===== src/rtl/mbx_irq_pkg.sv =====
package mbx_irq_pkg;

    parameter int MBX_ADDR_W = 18;

    localparam logic [MBX_ADDR_W-1:0] LEFT_BOX  = {{(MBX_ADDR_W-1){1'b1}}, 1'b0};
    localparam logic [MBX_ADDR_W-1:0] RIGHT_BOX = {MBX_ADDR_W{1'b1}};

    typedef enum logic {SIDE_LEFT = 1'b0, SIDE_RIGHT = 1'b1} side_e;

    typedef struct packed {
        logic                  en_n;
        logic                  oe_n;
        logic                  wr_n;
        logic [MBX_ADDR_W-1:0] addr;
        logic                  busy_n;
    } port_bus_t;

    typedef struct packed {
        logic set_other;
        logic clr_own;
    } port_evt_t;

    function automatic logic is_write(input port_bus_t p);
        return !p.en_n && !p.wr_n;
    endfunction

    function automatic logic is_fetch(input port_bus_t p);
        return !p.en_n && !p.oe_n;
    endfunction

    function automatic logic [MBX_ADDR_W-1:0] own_box(input side_e s);
        return (s == SIDE_LEFT) ? LEFT_BOX : RIGHT_BOX;
    endfunction

    function automatic logic [MBX_ADDR_W-1:0] peer_box(input side_e s);
        return (s == SIDE_LEFT) ? RIGHT_BOX : LEFT_BOX;
    endfunction

endpackage


===== src/rtl/mbx_port_decode.sv =====
module mbx_port_decode
    import mbx_irq_pkg::*;
#(
    parameter side_e SIDE = SIDE_LEFT
) (
    input  logic      func_en,
    input  port_bus_t bus,
    output port_evt_t evt
);
    localparam logic [MBX_ADDR_W-1:0] OWN_A  = own_box(SIDE);
    localparam logic [MBX_ADDR_W-1:0] PEER_A = peer_box(SIDE);

    logic allowed;

    always_comb begin
        allowed       = func_en && bus.busy_n;
        evt.set_other = allowed && is_write(bus) && (bus.addr == PEER_A);
        evt.clr_own   = allowed && is_fetch(bus) && (bus.addr == OWN_A);
    end
endmodule


===== src/rtl/mbx_flag.sv =====
module mbx_flag (
    input  logic clk,
    input  logic rst,
    input  logic func_en,
    input  logic set_req,
    input  logic clr_req,
    output logic flag
);
    always_ff @(posedge clk) begin
        if (rst || !func_en) begin
            flag <= 1'b0;
        end else if (set_req) begin
            flag <= 1'b1;
        end else if (clr_req) begin
            flag <= 1'b0;
        end
    end


    set_wins_chk: assert property (@(posedge clk) disable iff (rst)
        (func_en && set_req) |=> flag);


    clear_takes_chk: assert property (@(posedge clk) disable iff (rst)
        (clr_req && !set_req) |=> !flag);


    hold_chk: assert property (@(posedge clk) disable iff (rst)
        (func_en && !set_req && !clr_req) |=> $stable(flag));
endmodule


===== src/rtl/mbx_irq_top.sv =====
module mbx_irq_top
    import mbx_irq_pkg::*;
(
    input  logic                  clk,
    input  logic                  rst,
    input  logic                  irq_func_en,
    input  logic                  l_en_n,
    input  logic                  l_oe_n,
    input  logic                  l_wr_n,
    input  logic [MBX_ADDR_W-1:0] l_addr,
    input  logic                  l_busy_n,
    input  logic                  r_en_n,
    input  logic                  r_oe_n,
    input  logic                  r_wr_n,
    input  logic [MBX_ADDR_W-1:0] r_addr,
    input  logic                  r_busy_n,
    output logic                  l_irq_n,
    output logic                  r_irq_n
);
    localparam int NPORT = 2;

    port_bus_t bus   [NPORT];
    port_evt_t evt   [NPORT];
    logic      flag  [NPORT];

    always_comb begin
        bus[0] = '{en_n: l_en_n, oe_n: l_oe_n, wr_n: l_wr_n, addr: l_addr, busy_n: l_busy_n};
        bus[1] = '{en_n: r_en_n, oe_n: r_oe_n, wr_n: r_wr_n, addr: r_addr, busy_n: r_busy_n};
    end

    for (genvar p = 0; p < NPORT; p++) begin : g_port
        localparam side_e SD = (p == 0) ? SIDE_LEFT : SIDE_RIGHT;

        mbx_port_decode #(.SIDE(SD)) i_dec (
            .func_en (irq_func_en),
            .bus     (bus[p]),
            .evt     (evt[p])
        );

        mbx_flag i_flag (
            .clk     (clk),
            .rst     (rst),
            .func_en (irq_func_en),
            .set_req (evt[NPORT-1-p].set_other),
            .clr_req (evt[p].clr_own),
            .flag    (flag[p])
        );
    end

    assign l_irq_n = ~flag[0];
    assign r_irq_n = ~flag[1];


    func_off_chk: assert property (@(posedge clk) disable iff (rst)
        !irq_func_en |=> (l_irq_n && r_irq_n));


    both_busy_chk: assert property (@(posedge clk) disable iff (rst)
        (irq_func_en && !l_busy_n && !r_busy_n) |=> ($stable(l_irq_n) && $stable(r_irq_n)));


    left_set_chk: assert property (@(posedge clk) disable iff (rst)
        (irq_func_en && r_busy_n && !r_en_n && !r_wr_n && r_addr == LEFT_BOX) |=> !l_irq_n);


    right_set_chk: assert property (@(posedge clk) disable iff (rst)
        (irq_func_en && l_busy_n && !l_en_n && !l_wr_n && l_addr == RIGHT_BOX) |=> !r_irq_n);
endmodule


===== config.mk =====
export PLATFORM = sky130hd
export DESIGN_NAME = mbx_irq_top
export DESIGN_NICKNAME = d
export VERILOG_FILES = /design/src/rtl/mbx_irq_pkg.sv /design/src/rtl/mbx_port_decode.sv /design/src/rtl/mbx_flag.sv /design/src/rtl/mbx_irq_top.sv
export SDC_FILE = /design/constraint.sdc
export NUM_CORES = 1
export LEC_CHECK = 0
export ABC_AREA = 1
export CAP_MARGIN = 0
export CORE_AREA = 3 3 42 44
export DETAILED_ROUTE_END_ITERATION = 16
export DIE_AREA = 0 0 45 47
export GPL_ROUTABILITY_DRIVEN = 0
export MAX_ROUTING_LAYER = met4
export PLACE_DENSITY = 0.74
export SETUP_SLACK_MARGIN = 0.1
export SLEW_MARGIN = 20
export SYNTH_ARGS = -nofsm -noshare
export SYNTH_HDL_FRONTEND = slang
export SYNTH_SLANG_ARGS = --single-unit
export TNS_END_PERCENT = 50

===== constraint.sdc =====
create_clock -name clk -period 1.2 [get_ports clk]
set_clock_uncertainty 0.2 [all_clocks]
set_input_delay 0.3 -clock clk [delete_from_list [all_inputs] [get_ports clk]]
set_output_delay 0.3 -clock clk [all_outputs]
set_load 0.005 [all_outputs]

**Yosys cells after proc, flatten, opt, wreduce, memory -nomap -nowiden**

Cells that the tools add are included.

- Flip-flop bits (word level): 2
- Bits in latches: 0
- Bits in writable memories: 0
- Memory bits (read-only): 0
- Output and inout port bits: 2
- Logic and storage cells: 36
- Memories: 0

- Add/subtract/negate cells: 0
- Multiply operators: 0
- Divide/modulo/power cells: 0
- $lt $le $gt $ge: 0
- Equal/unequal tests: 4
- Shifts and indexed selects: 0
- Mux-type cells: 4
- Bitwise gates (word level): 2
- Reduce and logical (&&, ||, !) cells: 24

Operators by type and width:

| cell | number |
|---|---|
| 18-bit equality test, second input constant | 4 |
| 1-bit logical AND | 14 |
| 1-bit zero test | 7 |
| 1-bit two-way mux | 4 |
| 2-bit nonzero test | 2 |
| 1-bit inverter | 2 |
| 1-bit logical OR | 1 |

**Depth between registers and ports, before layout**

- Depth in word-level cells: 6
- Mapped depth: 7
- Mapped depth without buffers: 7

**Cells and area by module**

Synthesis repeated with hierarchy kept, for this count alone.

- Cells, all modules: 78
- Area total of the unflattened synthesis: 365.4 µm²

Modules (own cells, without submodules):

| module | times used | cells each | area an instance (µm²) |
|---|---|---|---|
| mbx_port_decode | 2 | 31 | 131.4 |
| mbx_flag | 2 | 7 | 47.5 |
| mbx_irq_top | 1 | 2 | 7.5 |

**Least setup slack after synthesis**

OpenSTA, ideal clock, no wires.

- Kind: input port to flip-flop
- From: input port l_en_n
- To: register g_port[1].i_flag.flag
- Arrival: 0.861 ns
- Slack: 0.073 ns
- Cell stages on the path: 4
- Cells stage by stage: or2_1 > nor3_2 > nand2_1 > a21oi_2

- Word-level cells in the longest chain between the ends: 5
- Elaborated cells on any way between the ends: 6
- Those cells by class: 1 x mux; 5 x reduce/logical

Ends and longest elaborated chain:

| element | RTL line | text |
|---|---|---|
| from (decl) | mbx_irq_top.sv:7 | `input logic l_en_n,` |
| 1-bit zero test * | mbx_irq_pkg.sv:24 | `return !p.en_n && !p.wr_n;` |
| 1-bit logical AND * | mbx_irq_pkg.sv:24 |  |
| 1-bit logical AND * (2 in a row) | mbx_port_decode.sv:17 | `evt.set_other = allowed && is_write(bus) && (bus.addr == PEER_A);` |
| 1-bit two-way mux or 2-bit nonzero test (tied branches) | n/a |  |
| to (signal assigned) | mbx_flag.sv:11 | `flag <= 1'b0;` |
| to (signal assigned) | mbx_flag.sv:13 | `flag <= 1'b1;` |
| to (signal assigned) | mbx_flag.sv:15 | `flag <= 1'b0;` |
| to (decl) | mbx_flag.sv:7 | `output logic flag` |

Mark *: on every way between the ends. The rest lies on a longest branch, timed or not.
A chain may end at the register's enable or synchronous reset.

**Final worst setup path**

- From: register g_port[1].i_flag.flag
- To: output port r_irq_n

- Word-level cells in the longest chain between the ends: 1

Ends and longest elaborated chain:

| element | RTL line | text |
|---|---|---|
| 1-bit inverter | mbx_irq_top.sv:51 | `assign r_irq_n = ~flag[1];` |
| to (decl) | mbx_irq_top.sv:18 | `output logic r_irq_n` |

Every way passes these cells.

==> results.cfg <==
[global_route]
grt_pass1_vias = 531
grt_usage_pct = 12.2
gr-total-overflow = 0
grt_max_degree = 4
grt_pass1_wl_um = 1830
antenna_found_initial = 0

[sta]
fin_ws_ns = 0.0241
min_period_ns = 1.18
maxSlewHeadroom_pct = 91.1
period_share_pct = 98.0
rsz0062_at_grt = true
tightest_slew_ns = 0.133
slew_violations = 0
hold_violations = 0
timing.fmax_mhz = 850
setup_viol = 0
whs_ns = 0.171

[die]
initial_core_util_pct = 19.0
fp.dieH_um = 47
rows = 14
ioPinCount = 49
dieArea_mm2 = 0.00212
core_area_mm2 = 0.00147
die_w_um = 45

[clock_tree]
cts_sinks = 2
clockBufferDepth = 2
ctsHtreeMaxLevel = 1
cts-root-buf = clkbuf_4
ctsHoldBuffers = 0
clk_latency_ns = 0.22
cts_buffers = 3
clk_pin_slew_worst_paths_ns = 0.03
cts_tree = yes

[critical_path]
rrSetupSlack_ns = 0.22
regToRegEndpoint = g_port[0].i_flag.flag$_SDFFE_PP0P_
cp.depth = 2
crit_family = flip-flops
required_ns = 0.70
r2r_start = g_port[0].i_flag.flag$_SDFFE_PP0P_
crit_chain = inv_1, buf_2
cp_data_arrival_time_ns = 0.68
cp_slowest_cell = dfxtp_2
cpPeakStageDelay_ns = 0.31
crit_path_max_fanout = 2
r2r_cells = 4
crit_path_start_kind = flop
crit_buf_inv = 2
cp-end-kind = primary output
crit_type = reg -> out

[finish]
multiInputGateArea_um2 = 238
drive_above_1_share_pct = 31.0
top_register = g_port.i_flag.flag
utilization_pct = 51.5
final_cell_mix = 27 x nand2_1, 18 x dlygate4sd2_1, 14 x clkbuf_2, 12 x clkdlybuf4s15_1, 9 x nor2_1
top_regs = g_port.i_flag.flag: 2 flops
layout_commonest_cell = nand2_1
area_growth_pct = 171
nFillCells = 175
largest_register_ff_count = 2
seqCellArea_um2 = 42.5
diodes = 0
finalNonFillerCells = 129
nNetsFinal = 162

[drt]
finalWirelength_um = 1150
drc = 0
drt_iter0_drc = 0
wl_per_cell_um = 8.88
antenna_left = 0
viasPerCell = 4.15
firstDrtPassIters = 1
via_count = 535

[run_status]
outcome = finished, final reports clean

[yosys]
synth_compound_area_share_pct = 4.91
synth.mux.area_fraction_pct = 0
synth-xor-area-share_pct = 0
synth_fp_nets = 106
synth-seq-cells = 2
synthAdderAreaFrac_pct = 0
syn_inst = 59
synth_seq_area_share_pct = 14.3
synth_top_family_by_area = simple AND/OR/NAND/NOR gates
syn_area_um2 = 280
yosys.cell_types.count = 13
postSynthAreaPerCell_um2 = 4.75
ys_warn_count = 0
synth-simple-area-share_pct = 71.4

[worst_hold_path]
hp-class = in -> reg
whs_path_depth = 3
min_to = g_port[1].i_flag.flag$_SDFFE_PP0P_
hp-start = irq_func_en

[placed_design]
dp_worst_setup_slack_ns = -0.466
io_buffers = 48
dp_hpwl_um = 1060
dpl.cell_count = 125

[flow_run]
maxCapViolCount = 0

[pwr]
power_density_mw_per_mm2 = 447
p_leak_nw = 0.384
vdd_drop_max_v = 0.000247
-- logic make-up after synthesis --
family	after synthesis
simple gates	48
buf+inv	7
flops	2
compound gates	2
-- worst reg2reg max path, cell delays in order, from the launching register on --
cell     delay, ns
dfxtp_2       0.31
buf_4         0.12
buf_4         0.11
nand2_1       0.07
a21oi_2       0.05
-- final cells by class --
class	count	area share, %
timing repair buffer	51	54.0
sequential	2	5.61
multi-input combinational	50	31.4
inverter	7	3.47
clock buffer	3	2.97
tap	16	2.64
-- metrics by stage --
step	power (mW)	area [um2]	setup TNS, ns
6_report	0.339	758	0
5_1_grt	0.370	758	-0.00375
4_1_cts	0.348	766	0
3_5_place_dp	0.249	796	-1.13
3_3_place_gp	0.246	796	-1.11
2_1_floorplan	0.0946	280	0
-- how the worst max path moves through the flow --
stage	from	end	slack, ns
floorplan	l_en_n	g_port[1].i_flag.flag$_SDFFE_PP0P_	0.11
global placement	irq_func_en	g_port[0].i_flag.flag$_SDFFE_PP0P_	-0.45
detailed placement	irq_func_en	g_port[0].i_flag.flag$_SDFFE_PP0P_	-0.47
CTS	g_port[0].i_flag.flag$_SDFFE_PP0P_	l_irq_n	0.01
global route	g_port[0].i_flag.flag$_SDFFE_PP0P_	l_irq_n	-0.002
finish	g_port[1].i_flag.flag$_SDFFE_PP0P_	r_irq_n	0.02
-- timing repair --
action | in CTS | in global routing
buffers inserted | 0 | 1
resized for setup | 57 | 48
gates cloned | 0 | 0
hold endpoints to repair | 0 | 0
pin swaps | 42 | 34
setup endpoints to repair | 4 | 4
-- where the power goes --
group / total (mW) / internal [mW] / switching, mW / leakage [nW]
clock: 0.143 / 0.110 / 0.0331 / 0.0138
combinational: 0.129 / 0.0894 / 0.0394 / 0.353
sequential: 0.0670 / 0.0670 / 0.00000000796 / 0.0171
total: 0.339 / 0.266 / 0.0725 / 0.384
-- per-layer routing --
metal	part of all wire (%)	track usage, %	vias up
met5	0	-	-
met4	0	7.02	0
met3	19	3.83	0
met2	46	22.6	39
met1	35	10.9	208
li1	-	-	288
-- cells in the mapped netlist, drive strengths merged --
cell / n / share of area (%)
a21oi: 2 / 4.9
nor2: 12 / 16
dfxtp: 2 / 14
nand3: 1 / 1.8
nand3b: 1 / 2.7
inv: 7 / 9.4
nand4: 1 / 2.2
or2: 1 / 2.2
nand2: 29 / 39
and2: 1 / 2.2
nor3: 2 / 5.4
Power figures use the tool's default switching activity.
